==> config.mk <==
export PLATFORM = sky130hd
export DESIGN_NAME = nand_page_rd
export DESIGN_NICKNAME = d
export VERILOG_FILES = /design/src/rtl/nand_rd_pkg.sv /design/src/rtl/nand_rd_ctrl.sv /design/src/rtl/nand_ecc_pair.sv /design/src/rtl/nand_page_rd.sv
export SDC_FILE = /design/constraint.sdc
export NUM_CORES = 1
export LEC_CHECK = 0
export BUFFER_PORTS_ARGS = -buffer_cell sky130_fd_sc_hd__clkbuf_2
export CAP_MARGIN = 40
export CORE_MARGIN = 8
export CORE_UTILIZATION = 45
export DETAILED_ROUTE_END_ITERATION = 10
export MAX_ROUTING_LAYER = met4
export SLEW_MARGIN = 25
export SYNTH_ARGS = -nofsm -noshare
export SYNTH_HDL_FRONTEND = slang
export SYNTH_SLANG_ARGS = --single-unit
==> constraint.sdc <==
create_clock -name clk_i -period 7.2 [get_ports clk_i]
set_input_delay 0.72 -clock clk_i [delete_from_list [all_inputs] [get_ports clk_i]]
set_output_delay 0.72 -clock clk_i [all_outputs]
set_load 0.005 [all_outputs]
==> src/rtl/nand_rd_pkg.sv <==
package nand_rd_pkg;
  localparam logic [7:0] OP_RD_SETUP  = 8'h00;
  localparam logic [7:0] OP_RD_CONF   = 8'h30;
  localparam logic [7:0] OP_COL_SETUP = 8'h05;
  localparam logic [7:0] OP_COL_CONF  = 8'hE0;
  localparam logic [7:0] OP_STATUS    = 8'h70;
  localparam int unsigned RDY_BIT     = 6;
  localparam int unsigned SPARE_OFS   = 16;

  typedef enum logic [3:0] {
    S_IDLE, S_CMD_RD, S_ADDR, S_CMD_CONF, S_WAIT_RD, S_DATA, S_ECC_CAP,
    S_CMD_COL, S_COL, S_CMD_COLC, S_WAIT_COL, S_SPARE,
    S_STAT_CMD, S_STAT_WAIT, S_STAT_RD
  } rd_state_e;
endpackage

==> src/rtl/nand_rd_ctrl.sv <==
module nand_rd_ctrl
  import nand_rd_pkg::*;
#(
  parameter int unsigned PAGE_BYTES = 4096,
  parameter int unsigned SECT_BYTES = 512,
  parameter int unsigned ROW_W      = 24,
  parameter int unsigned RD_DLY     = 10,
  parameter int unsigned TWHR_DLY   = 6,
  parameter int unsigned TMO_CYC    = 100000,
  parameter int unsigned LEN_W      = 13,
  parameter int unsigned NSEC       = 8,
  parameter int unsigned IDX_W      = 3
) (
  input  logic             clk_i,
  input  logic             rst_ni,
  input  logic             req_valid_i,
  input  logic [ROW_W-1:0] req_page_i,
  input  logic [LEN_W-1:0] req_len_i,
  output logic             req_ready_o,
  output logic             busy_o,
  output logic             cle_o,
  output logic             ale_o,
  output logic             we_o,
  output logic             re_o,
  output logic [7:0]       dq_o,
  input  logic [7:0]       dq_i,
  output logic             ecc_en_o,
  output logic             ecc_cap_o,
  output logic [IDX_W-1:0] cap_idx_o,
  output logic             spare_rd_o,
  output logic [1:0]       spare_lane_o,
  output logic [IDX_W-1:0] spare_idx_o,
  output logic             byte_valid_o,
  output logic [7:0]       byte_o,
  output logic             done_o,
  output logic             timeout_o
);
  localparam int unsigned SW     = $clog2(SECT_BYTES);
  localparam int unsigned SEC_W  = $clog2(NSEC + 1);
  localparam int unsigned DMAX   = (RD_DLY > TWHR_DLY) ? RD_DLY : TWHR_DLY;
  localparam int unsigned DLY_W  = $clog2(DMAX + 1);
  localparam int unsigned TMO_W  = $clog2(TMO_CYC + 1);
  localparam logic [15:0] SPARE_COL = 16'(PAGE_BYTES + SPARE_OFS);

  rd_state_e        state_q;
  logic [LEN_W-1:0] idx_q, len_q;
  logic [SEC_W-1:0] sec_q, nsec_q;
  logic [DLY_W-1:0] dly_q;
  logic [TMO_W-1:0] tmo_q;
  logic [ROW_W-1:0] page_q;
  logic             ecc_q, bv_q, done_q, tmo_flag_q;
  logic [7:0]       byte_q;
  logic [23:0]      row24;
  logic [LEN_W-1:0] spare_last;
  logic             stat_ph;

  assign row24      = 24'(page_q);
  assign spare_last = LEN_W'({nsec_q, 2'b00}) - LEN_W'(1);
  assign stat_ph    = state_q inside {S_STAT_CMD, S_STAT_WAIT, S_STAT_RD};

  always_comb begin
    dq_o = 8'h00;
    unique case (state_q)
      S_CMD_RD:   dq_o = OP_RD_SETUP;
      S_ADDR: begin
        if (idx_q == LEN_W'(2)) dq_o = row24[7:0];
        if (idx_q == LEN_W'(3)) dq_o = row24[15:8];
        if (idx_q == LEN_W'(4)) dq_o = row24[23:16];
      end
      S_CMD_CONF: dq_o = OP_RD_CONF;
      S_CMD_COL:  dq_o = OP_COL_SETUP;
      S_COL:      dq_o = (idx_q == '0) ? SPARE_COL[7:0] : SPARE_COL[15:8];
      S_CMD_COLC: dq_o = OP_COL_CONF;
      S_STAT_CMD: dq_o = OP_STATUS;
      default:    dq_o = 8'h00;
    endcase
  end

  assign cle_o        = state_q inside {S_CMD_RD, S_CMD_CONF, S_CMD_COL, S_CMD_COLC, S_STAT_CMD};
  assign ale_o        = state_q inside {S_ADDR, S_COL};
  assign we_o         = cle_o | ale_o;
  assign re_o         = state_q inside {S_DATA, S_SPARE, S_STAT_RD};
  assign ecc_en_o     = (state_q == S_DATA) && ecc_q;
  assign ecc_cap_o    = (state_q == S_ECC_CAP);
  assign cap_idx_o    = IDX_W'(sec_q);
  assign spare_rd_o   = (state_q == S_SPARE);
  assign spare_lane_o = idx_q[1:0];
  assign spare_idx_o  = IDX_W'(idx_q >> 2);
  assign busy_o       = (state_q != S_IDLE);
  assign req_ready_o  = (state_q == S_IDLE);
  assign byte_valid_o = bv_q;
  assign byte_o       = byte_q;
  assign done_o       = done_q;
  assign timeout_o    = tmo_flag_q;

  // status-phase cycle budget
  always_ff @(posedge clk_i or negedge rst_ni) begin
    if (!rst_ni)            tmo_q <= '0;
    else if (!stat_ph)      tmo_q <= '0;
    else if (tmo_q != '1)   tmo_q <= tmo_q + TMO_W'(1);
  end

  always_ff @(posedge clk_i or negedge rst_ni) begin
    if (!rst_ni) begin
      state_q <= S_IDLE;  idx_q <= '0;  len_q <= '0;  sec_q <= '0;  nsec_q <= '0;
      dly_q <= '0;  page_q <= '0;  ecc_q <= 1'b0;  bv_q <= 1'b0;  byte_q <= '0;
      done_q <= 1'b0;  tmo_flag_q <= 1'b0;
    end else begin
      bv_q   <= 1'b0;
      done_q <= 1'b0;
      unique case (state_q)
        S_IDLE: if (req_valid_i) begin
          page_q     <= req_page_i;
          len_q      <= req_len_i;
          ecc_q      <= (req_len_i != '0) && (req_len_i[SW-1:0] == '0);
          nsec_q     <= SEC_W'(req_len_i >> SW);
          idx_q      <= '0;
          sec_q      <= '0;
          tmo_flag_q <= 1'b0;
          state_q    <= (req_len_i == '0) ? S_STAT_CMD : S_CMD_RD;
        end
        S_CMD_RD: begin idx_q <= '0; state_q <= S_ADDR; end
        S_ADDR: begin
          idx_q <= (idx_q == LEN_W'(4)) ? '0 : idx_q + LEN_W'(1);
          if (idx_q == LEN_W'(4)) state_q <= S_CMD_CONF;
        end
        S_CMD_CONF: begin dly_q <= '0; state_q <= S_WAIT_RD; end
        S_WAIT_RD, S_WAIT_COL: begin
          dly_q <= dly_q + DLY_W'(1);
          if (dly_q == DLY_W'(RD_DLY - 1)) begin
            idx_q   <= '0;
            state_q <= (state_q == S_WAIT_RD) ? S_DATA : S_SPARE;
          end
        end
        S_DATA: begin
          bv_q   <= 1'b1;
          byte_q <= dq_i;
          idx_q  <= idx_q + LEN_W'(1);
          if (ecc_q && idx_q == LEN_W'(SECT_BYTES - 1)) begin
            idx_q   <= '0;
            state_q <= S_ECC_CAP;
          end else if (!ecc_q && idx_q == len_q - LEN_W'(1)) begin
            state_q <= S_STAT_CMD;
          end
        end
        S_ECC_CAP: begin
          sec_q   <= sec_q + SEC_W'(1);
          state_q <= (sec_q + SEC_W'(1) == nsec_q) ? S_CMD_COL : S_DATA;
        end
        S_CMD_COL: begin idx_q <= '0; state_q <= S_COL; end
        S_COL: begin
          idx_q <= idx_q + LEN_W'(1);
          if (idx_q == LEN_W'(1)) state_q <= S_CMD_COLC;
        end
        S_CMD_COLC: begin dly_q <= '0; state_q <= S_WAIT_COL; end
        S_SPARE: begin
          idx_q <= idx_q + LEN_W'(1);
          if (idx_q == spare_last) state_q <= S_STAT_CMD;
        end
        S_STAT_CMD: begin dly_q <= '0; state_q <= S_STAT_WAIT; end
        S_STAT_WAIT: begin
          dly_q <= dly_q + DLY_W'(1);
          if (dly_q == DLY_W'(TWHR_DLY - 1)) state_q <= S_STAT_RD;
        end
        S_STAT_RD: begin
          if (dq_i[RDY_BIT]) begin
            done_q  <= 1'b1;
            state_q <= S_IDLE;
          end else if (tmo_q >= TMO_W'(TMO_CYC)) begin
            done_q     <= 1'b1;
            tmo_flag_q <= 1'b1;
            state_q    <= S_IDLE;
          end else begin
            state_q <= S_STAT_CMD;
          end
        end
        default: state_q <= S_IDLE;
      endcase
    end
  end
endmodule

==> src/rtl/nand_ecc_pair.sv <==
module nand_ecc_pair #(
  parameter int unsigned NSEC  = 8,
  parameter int unsigned IDX_W = 3
) (
  input  logic             clk_i,
  input  logic             rst_ni,
  input  logic             cap_i,
  input  logic [IDX_W-1:0] cap_idx_i,
  input  logic [31:0]      ecc_i,
  input  logic             spare_rd_i,
  input  logic [1:0]       spare_lane_i,
  input  logic [IDX_W-1:0] spare_idx_i,
  input  logic [7:0]       spare_dq_i,
  output logic             sec_valid_o,
  output logic [IDX_W-1:0] sec_idx_o,
  output logic [31:0]      sec_calc_o,
  output logic [31:0]      sec_stored_o
);
  logic [31:0] calc_q [NSEC];
  logic [23:0] sh_q;

  for (genvar g = 0; g < NSEC; g++) begin : g_slot
    always_ff @(posedge clk_i or negedge rst_ni) begin
      if (!rst_ni)                                 calc_q[g] <= '0;
      else if (cap_i && cap_idx_i == IDX_W'(g))   calc_q[g] <= ecc_i;
    end
  end

  always_ff @(posedge clk_i or negedge rst_ni) begin
    if (!rst_ni) begin
      sh_q <= '0;  sec_valid_o <= 1'b0;  sec_idx_o <= '0;
      sec_calc_o <= '0;  sec_stored_o <= '0;
    end else begin
      sec_valid_o <= 1'b0;
      if (spare_rd_i) begin
        if (spare_lane_i == 2'd3) begin
          sec_valid_o  <= 1'b1;
          sec_idx_o    <= spare_idx_i;
          sec_calc_o   <= calc_q[spare_idx_i];
          sec_stored_o <= {spare_dq_i, sh_q};
        end else begin
          sh_q <= {spare_dq_i, sh_q[23:8]};
        end
      end
    end
  end
endmodule

==> src/rtl/nand_page_rd.sv <==
module nand_page_rd #(
  parameter int unsigned PAGE_BYTES = 4096,
  parameter int unsigned SECT_BYTES = 512,
  parameter int unsigned ROW_W      = 24,
  parameter int unsigned RD_DLY     = 10,
  parameter int unsigned TWHR_DLY   = 6,
  parameter int unsigned TMO_CYC    = 100000
) (
  input  logic                                      clk_i,
  input  logic                                      rst_ni,
  input  logic                                      req_valid_i,
  input  logic [ROW_W-1:0]                          req_page_i,
  input  logic [$clog2(PAGE_BYTES+1)-1:0]           req_len_i,
  output logic                                      req_ready_o,
  output logic                                      busy_o,
  output logic                                      nand_cle_o,
  output logic                                      nand_ale_o,
  output logic                                      nand_we_o,
  output logic                                      nand_re_o,
  output logic [7:0]                                nand_dq_o,
  input  logic [7:0]                                nand_dq_i,
  output logic                                      ecc_en_o,
  output logic                                      ecc_cap_o,
  input  logic [31:0]                               ecc_val_i,
  output logic                                      byte_valid_o,
  output logic [7:0]                                byte_o,
  output logic                                      sec_valid_o,
  output logic [$clog2(PAGE_BYTES/SECT_BYTES)-1:0]  sec_idx_o,
  output logic [31:0]                               sec_calc_o,
  output logic [31:0]                               sec_stored_o,
  output logic                                      done_o,
  output logic                                      timeout_o
);
  localparam int unsigned NSEC  = PAGE_BYTES / SECT_BYTES;
  localparam int unsigned LEN_W = $clog2(PAGE_BYTES + 1);
  localparam int unsigned IDX_W = $clog2(NSEC);

  logic             cap_w, spare_rd_w;
  logic [IDX_W-1:0] cap_idx_w, spare_idx_w;
  logic [1:0]       spare_lane_w;

  nand_rd_ctrl #(
    .PAGE_BYTES(PAGE_BYTES), .SECT_BYTES(SECT_BYTES), .ROW_W(ROW_W),
    .RD_DLY(RD_DLY), .TWHR_DLY(TWHR_DLY), .TMO_CYC(TMO_CYC),
    .LEN_W(LEN_W), .NSEC(NSEC), .IDX_W(IDX_W)
  ) u_ctrl (
    .clk_i, .rst_ni, .req_valid_i, .req_page_i, .req_len_i, .req_ready_o, .busy_o,
    .cle_o(nand_cle_o), .ale_o(nand_ale_o), .we_o(nand_we_o), .re_o(nand_re_o),
    .dq_o(nand_dq_o), .dq_i(nand_dq_i), .ecc_en_o, .ecc_cap_o(cap_w),
    .cap_idx_o(cap_idx_w), .spare_rd_o(spare_rd_w), .spare_lane_o(spare_lane_w),
    .spare_idx_o(spare_idx_w), .byte_valid_o, .byte_o, .done_o, .timeout_o
  );

  assign ecc_cap_o = cap_w;

  nand_ecc_pair #(.NSEC(NSEC), .IDX_W(IDX_W)) u_pair (
    .clk_i, .rst_ni, .cap_i(cap_w), .cap_idx_i(cap_idx_w), .ecc_i(ecc_val_i),
    .spare_rd_i(spare_rd_w), .spare_lane_i(spare_lane_w), .spare_idx_i(spare_idx_w),
    .spare_dq_i(nand_dq_i), .sec_valid_o, .sec_idx_o, .sec_calc_o, .sec_stored_o
  );
endmodule

======== Word level (Yosys, flattened, before mapping) ========
Index checks and enable logic that the tools add are counted.
operators by class
  $add $sub $neg .......................... 6
  order comparisons ....................... 2
  eq/ne operators ......................... 43
  mux-type cells .......................... 41
  bitwise gates (word level) .............. 3
  reduce and logical (&&, ||, !) cells .... 39
operators by type and width
  kind                                                  count
  binary-select mux 32 bit (select 3 bit)               1
  one-hot mux 13 bit (6 select lines)                   1
  two-way mux 32 bit                                    2
  one-hot mux 4 bit (14 select lines)                   1
  two-way mux 13 bit                                    4
  two-way mux 4 bit                                     13
  one-hot mux 8 bit (6 select lines)                    1
  two-way mux 17 bit                                    2
  equality test 4 bit, second input constant            8
  equality test 13 bit                                  2
  equality test 13 x 2 -> 1 bit, second input constant  2
  two-way mux 8 bit                                     3
  equality test 4 x 3 -> 1 bit, second input constant   5
  adder 17 x 1 -> 17 bit, second input constant         1
  >= comparator 17 bit, second input constant           1
  inequality test 17 bit, second input constant         1
  one-hot mux 4 bit (2 select lines)                    2
  adder 13 x 1 -> 13 bit, second input constant         1
  equality test 13 x 1 -> 1 bit, second input constant  1
  equality test 13 x 3 -> 1 bit, second input constant  1
  equality test 13 x 9 -> 1 bit, second input constant  1
  zero test 13 bit                                      1
  nonzero test 13 bit                                   1
  subtractor 13 x 1 -> 13 bit, second input constant    1
  other kinds (35)                                      77
storage, ports and cells
  bits in registers ....................... 443
  input bits .............................. 80
  output and inout port bits .............. 95
  word-level logic and storage cells ...... 160

======== Longest topological paths before layout ========
  depth in word-level cells ............... 6
  depth in mapped cells ................... 11
  depth with buffers taken out ............ 10

======== By module ========
From an unflattened synthesis, not the netlist that was laid out.
second synthesis, totals
  cell total of the unflattened synthesis .. 1604
  area, all modules ....................... 20587.2 sq um
by module, submodules not included
  module         instances  cells an instance  area an instance (sq um)  sequential area each (sq um)
  nand_ecc_pair  1          1005               15020.7                   8708.4
  nand_rd_ctrl   1          599                5566.6                    2277.2

======== Least setup slack after synthesis ========
No wires, ideal clock.
  path kind ............................... flip-flop to output port
  from .................................... register u_ctrl.idx_q[10]
  to ...................................... output port nand_dq_o[7]
  arrival ................................. 2.279 ns
  data required time ...................... 6.480 ns
  path slack .............................. 4.201 ns
  cell stages (with the launch flop) ...... 9
  buffers on the path ..................... 2
  cells stage by stage .................... dfrtp_1 > buf_6 > or4_4 > nor4_1 > and3b_1 > clkbuf_1 > a222oi_1 > or3_1 > a21oi_1
on the way
  longest elaborated chain between the ends .. 5
  elaborated cells on any way between the ends .. 7
  classes of those cells .................. 3 x eq/ne; 4 x mux
ends and longest elaborated chain
  item                                    RTL line             RTL
  start, declared                         nand_rd_ctrl.sv:46   logic [LEN_W-1:0] idx_q, len_q;
  start signal, assigned                  nand_rd_ctrl.sv:124  idx_q <= (idx_q == LEN_W'(4)) ? '0 : idx_q + LEN_W'(1);
  start signal, assigned                  nand_rd_ctrl.sv:138  idx_q <= idx_q + LEN_W'(1);
  start signal, assigned                  nand_rd_ctrl.sv:152  idx_q <= idx_q + LEN_W'(1);
  equality test 13 x 2 -> 1 bit           nand_rd_ctrl.sv:66   if (idx_q == LEN_W'(2)) dq_o = row24[7:0];
  two-way mux 8 bit                       nand_rd_ctrl.sv:66
  two-way mux 8 bit                       nand_rd_ctrl.sv:67   if (idx_q == LEN_W'(3)) dq_o = row24[15:8];
  two-way mux 8 bit (*)                   nand_rd_ctrl.sv:68   if (idx_q == LEN_W'(4)) dq_o = row24[23:16];
  one-hot mux 8 bit (6 select lines) (*)  nand_rd_ctrl.sv:63   unique case (state_q)
  end, declared                           nand_page_rd.sv:20   output logic [7:0] nand_dq_o,
Every way passes the cells marked *; elsewhere a longest branch is shown, timed or not.

======== Final worst setup path ========
  from .................................... register u_ctrl.idx_q[3]
  to ...................................... output port nand_dq_o[7]
Same word-level chain as after synthesis.

==> impl_results.md <==
- Design area: 0.0233 sq mm
- Critical-path maximum fanout: 28
- Cts bufs inserted: 48
- Tcrit/Tclk final: 57.5%
- Dpl ws: 3640 ps
- Pin count of the biggest net entering global routing: 159
- CP required: 6480 ps
- Routed length per instance: between 20 and 25 um
- Routed Antenna Nets: 0
- Post-synth top area cell: dfrtp_1
- DR WL met3: 2580 um
- Most common cell on crit path: or3_1
- Filler Cell Count: 3,792
- Worst r2r src: u_ctrl.state_q[1]
- Post-layout min period: 4140 ps
- Final setup TNS: 0 ps
- GPL Wtd Cong: 0.833
- Synth top area share: between 50 and 60%
- Dpl hpwl: between 20,000 and 30,000 um
- Die width: 227 um
- Highest cell delay on the worst timing path: 650 ps
- DRC: 0
- CP Cell Sequence: or3_1 -> nor4_1 -> and2_0 -> a222oi_1 -> or3_1 -> a21oi_1 -> clkbuf_2
- Core Rows: 77
- Yosys reg bits: 439
- Core area: 0.0441 sq mm
- # port buffers: 174
- Pwr Density: ~230 mW/mm^2
- Root buf cell: clkbuf_16
- Routed wl met2: 22,100 um
- Startpoint type of the worst setup path: register
- Crit path DAT: 3420 ps
- Synth Area per Inst: 13.6 sq um
- Final hold viol count: 0
- Highest metal used: met4
- Initial Utilization: 45.5%
- Initial DRC count: roughly 1,000
- Register area share after synthesis: 54.7%
- Hold/Removal Path Class: in -> async
- GRT Util Overall: a little under a fifth
- CTS clk-pin slew, worst paths: 60 ps
- Mapped Nets: around 1,600
- Via/cell ratio: 5.54
- Clk buf depth: 3
- Die H: around 230 um
- Final Max Tran Viols: 0
- Post-synth EDFFs: 0
- FF-to-FF setup slack: about 4100 ps
- Peak Freq: 0.241 GHz
- Static Leak: 9.89 nW
- H-tree level count: 2
- CTS tree: done
- Skew final: 14.5 ps
- # IOs: 175
- DRT Pass-1 Iters: 5
- Maximum VDD drop: roughly 190 uV
- Post-Syn Area: 0.0201 sq mm
- Synth async-reset ratio: between 90% and 100%
- Post-DP Area: roughly 0.022 sq mm
- Top cells by area, synth: dfrtp_1 55%, mux2_2 20%, mux4_2 7.2%, mux2i_1 1.8%, o21ai_0 1.8%
- Postcts setup bufs: 0
- Post-Route WL: 46,400 um
- Via Count: 12,600
- Max Cap Violations: 0
- Mapped Cells: 1,481
- Initial antenna violation count: 5
- Outcome: completed
- Slowest CP cell: dfrtp_2
- Global route overflow: 0
- Slew @ Worst Pin: 895 ps
- Number of global-route vias before repair: between 10,000 and 15,000
- First-pass GRT wire length: 73,700 um
- Crit end category: primary output
- Fin Hold WS: 144 ps
- Reg2reg path depth: 7
- Clock latency on the worst-skew pair: 570 ps
- Final Setup Violations: 0
- # clock sinks: 439
- Metal-1 WL: roughly 21,000 um
- CTS Hold Bufs: 0
- Yosys synthesis warning count: 0
- Synth-to-layout area growth: 15.8%
- Unique cell type count in the Yosys netlist: 68
- Post_cts resized: 0
- RSZ-0062 raised after global routing: false
- Final #Nets: between 1,500 and 2,000
- Critical path type: reg -> out
- Critical R2R Capture: u_pair.calc_q[28]
- Die Area: 0.0517 sq mm
- Layout cells sized above 1: between 40% and 50%
- Most used flip-flop cell after synthesis: dfrtp_1
- Final WS setup: roughly 3100 ps
- Slew margin rel.: between 40% and 50%
[power breakdown]
part	total [mW]	internal (mW)	switching, mW
clock network	2.43	1.44	0.982
registers	2.61	2.57	0.0484
logic	0.240	0.124	0.116
[worst max-delay path, delay by kind of cell (launching register included)]
kind / cells / cell delay, ps
flip-flops: 1 / 650
AO/OA/AOI/OAI: 2 / 320
AND/OR/NAND/NOR: 4 / 1720
buffers and inverters: 1 / 150
[per-layer routing]
layer | track usage (%) | vias to the layer above
met5 | - | -
met2 | 29.6 | 294
li1 | - | 5732
met1 | 24.4 | 6493
met3 | 3.76 | 77
met4 | 5.24 | 0
[stage by stage]
| stage | power [mW] | util (%) | cells |
|---|---|---|---|
| floorplan | 2.76 | - | 1481 |
| global placement | 2.89 | 48.8 | 2171 |
| detailed placement | 2.91 | 49.0 | 2175 |
| CTS | 5.37 | 52.5 | 2262 |
| global route | 5.50 | 52.7 | 2272 |
| finish | 5.28 | 52.7 | 2272 |
[cells in the final DEF, fill, tap and decap left out, drive strengths merged, types with 3 or more instances in the layout]
cell	Yosys	layout
a2111oi	4	4
a21oi	35	35
a222oi	6	6
a31oi	4	4
and2	3	3
and3	7	7
buf	39	27
clkbuf	54	246
clkinv	1	12
dfrtp	439	439
diode	0	5
ha	18	18
inv	23	24
mux2	359	359
mux2i	37	37
mux4	64	64
nand2	87	87
nand2b	8	8
nand3	20	20
nand4	11	11
nor2	44	44
nor2b	7	7
nor3	18	18
nor4	12	12
o211ai	4	4
o21a	7	7
o21ai	75	75
o22ai	3	3
o31ai	10	10
or3	13	13
or4	3	3
xnor2	13	13
xor2	22	22
[cell usage after synthesis, types with 3 or more instances]
library cell / instances
a21oi_1: 34
a222oi_1: 6
a31oi_1: 4
and3_1: 7
buf_1: 32
buf_2: 4
clkbuf_1: 53
dfrtp_1: 439
ha_1: 18
inv_1: 23
mux2_2: 359
mux2i_1: 37
mux4_2: 64
nand2_1: 86
nand2b_1: 8
nand3_1: 20
nand4_1: 11
nor2_1: 44
nor2b_1: 7
nor3_1: 18
nor4_1: 10
o211ai_1: 4
o21a_1: 7
o21ai_0: 71
o21ai_1: 4
o22ai_1: 3
o31ai_1: 10
or3_1: 13
xnor2_1: 13
xor2_1: 22
[kinds of logic after synthesis]
group,count (synthesis),synth area share (%)
XOR/XNOR,36,1.64
AND/OR/NAND/NOR,241,5.83
buffers and inverters,117,2.29
flip-flops,439,54.7
AO/OA/AOI/OAI,170,5.28
adder cells (fa/ha/maj),18,1.12
multiplexers,460,29.1
[final cells by class]
| type | instances | area (sq um) | area share [%] |
|---|---|---|---|
| Timing Repair Buffer | 200 | 1170 | 5.05 |
| Inverter | 24 | 90.1 | 0.387 |
| Sequential cell | 439 | 11000 | 47.2 |
| Tap cell | 592 | 741 | 3.18 |
| Clock inverter | 14 | 139 | 0.597 |
| Clock buffer | 73 | 1440 | 6.17 |
| Antenna cell | 5 | 12.5 | 0.0538 |
| Multi-Input combinational cell | 925 | 8680 | 37.3 |
[state kept, by name, indices dropped and copies added (netlist names)]
signal,flops
u_pair.calc_q,256
u_pair.sec_calc_o,32
u_pair.sec_stored_o,32
u_ctrl.page_q,24
u_pair.sh_q,24
u_ctrl.tmo_q,17
u_ctrl.idx_q,13
u_ctrl.len_q,9
u_ctrl.byte_o,8
u_ctrl.dly_q,4
u_ctrl.nsec_q,4
u_ctrl.sec_q,4
u_ctrl.state_q,4
u_pair.sec_idx_o,3
u_ctrl.byte_valid_o,1
u_ctrl.done_o,1
u_ctrl.ecc_q,1
u_ctrl.timeout_o,1
u_pair.sec_valid_o,1
[worst max-delay path by stage]
stage | end | depth (start not counted) | startpoint | slack (ps)
6_report | nand_dq_o[7] | 7 | u_ctrl.idx_q[3] | 3060
5_1_grt | nand_dq_o[7] | 7 | u_ctrl.idx_q[3] | 2840
4_1_cts | nand_dq_o[7] | 6 | u_ctrl.idx_q[3] | 3020
3_5_place_dp | nand_dq_o[7] | 6 | u_ctrl.idx_q[3] | 3640
3_3_place_gp | nand_dq_o[7] | 6 | u_ctrl.idx_q[3] | 3690
2_1_floorplan | nand_dq_o[7] | 8 | u_ctrl.idx_q[10] | 4200
Power figures use the tool's default switching activity.
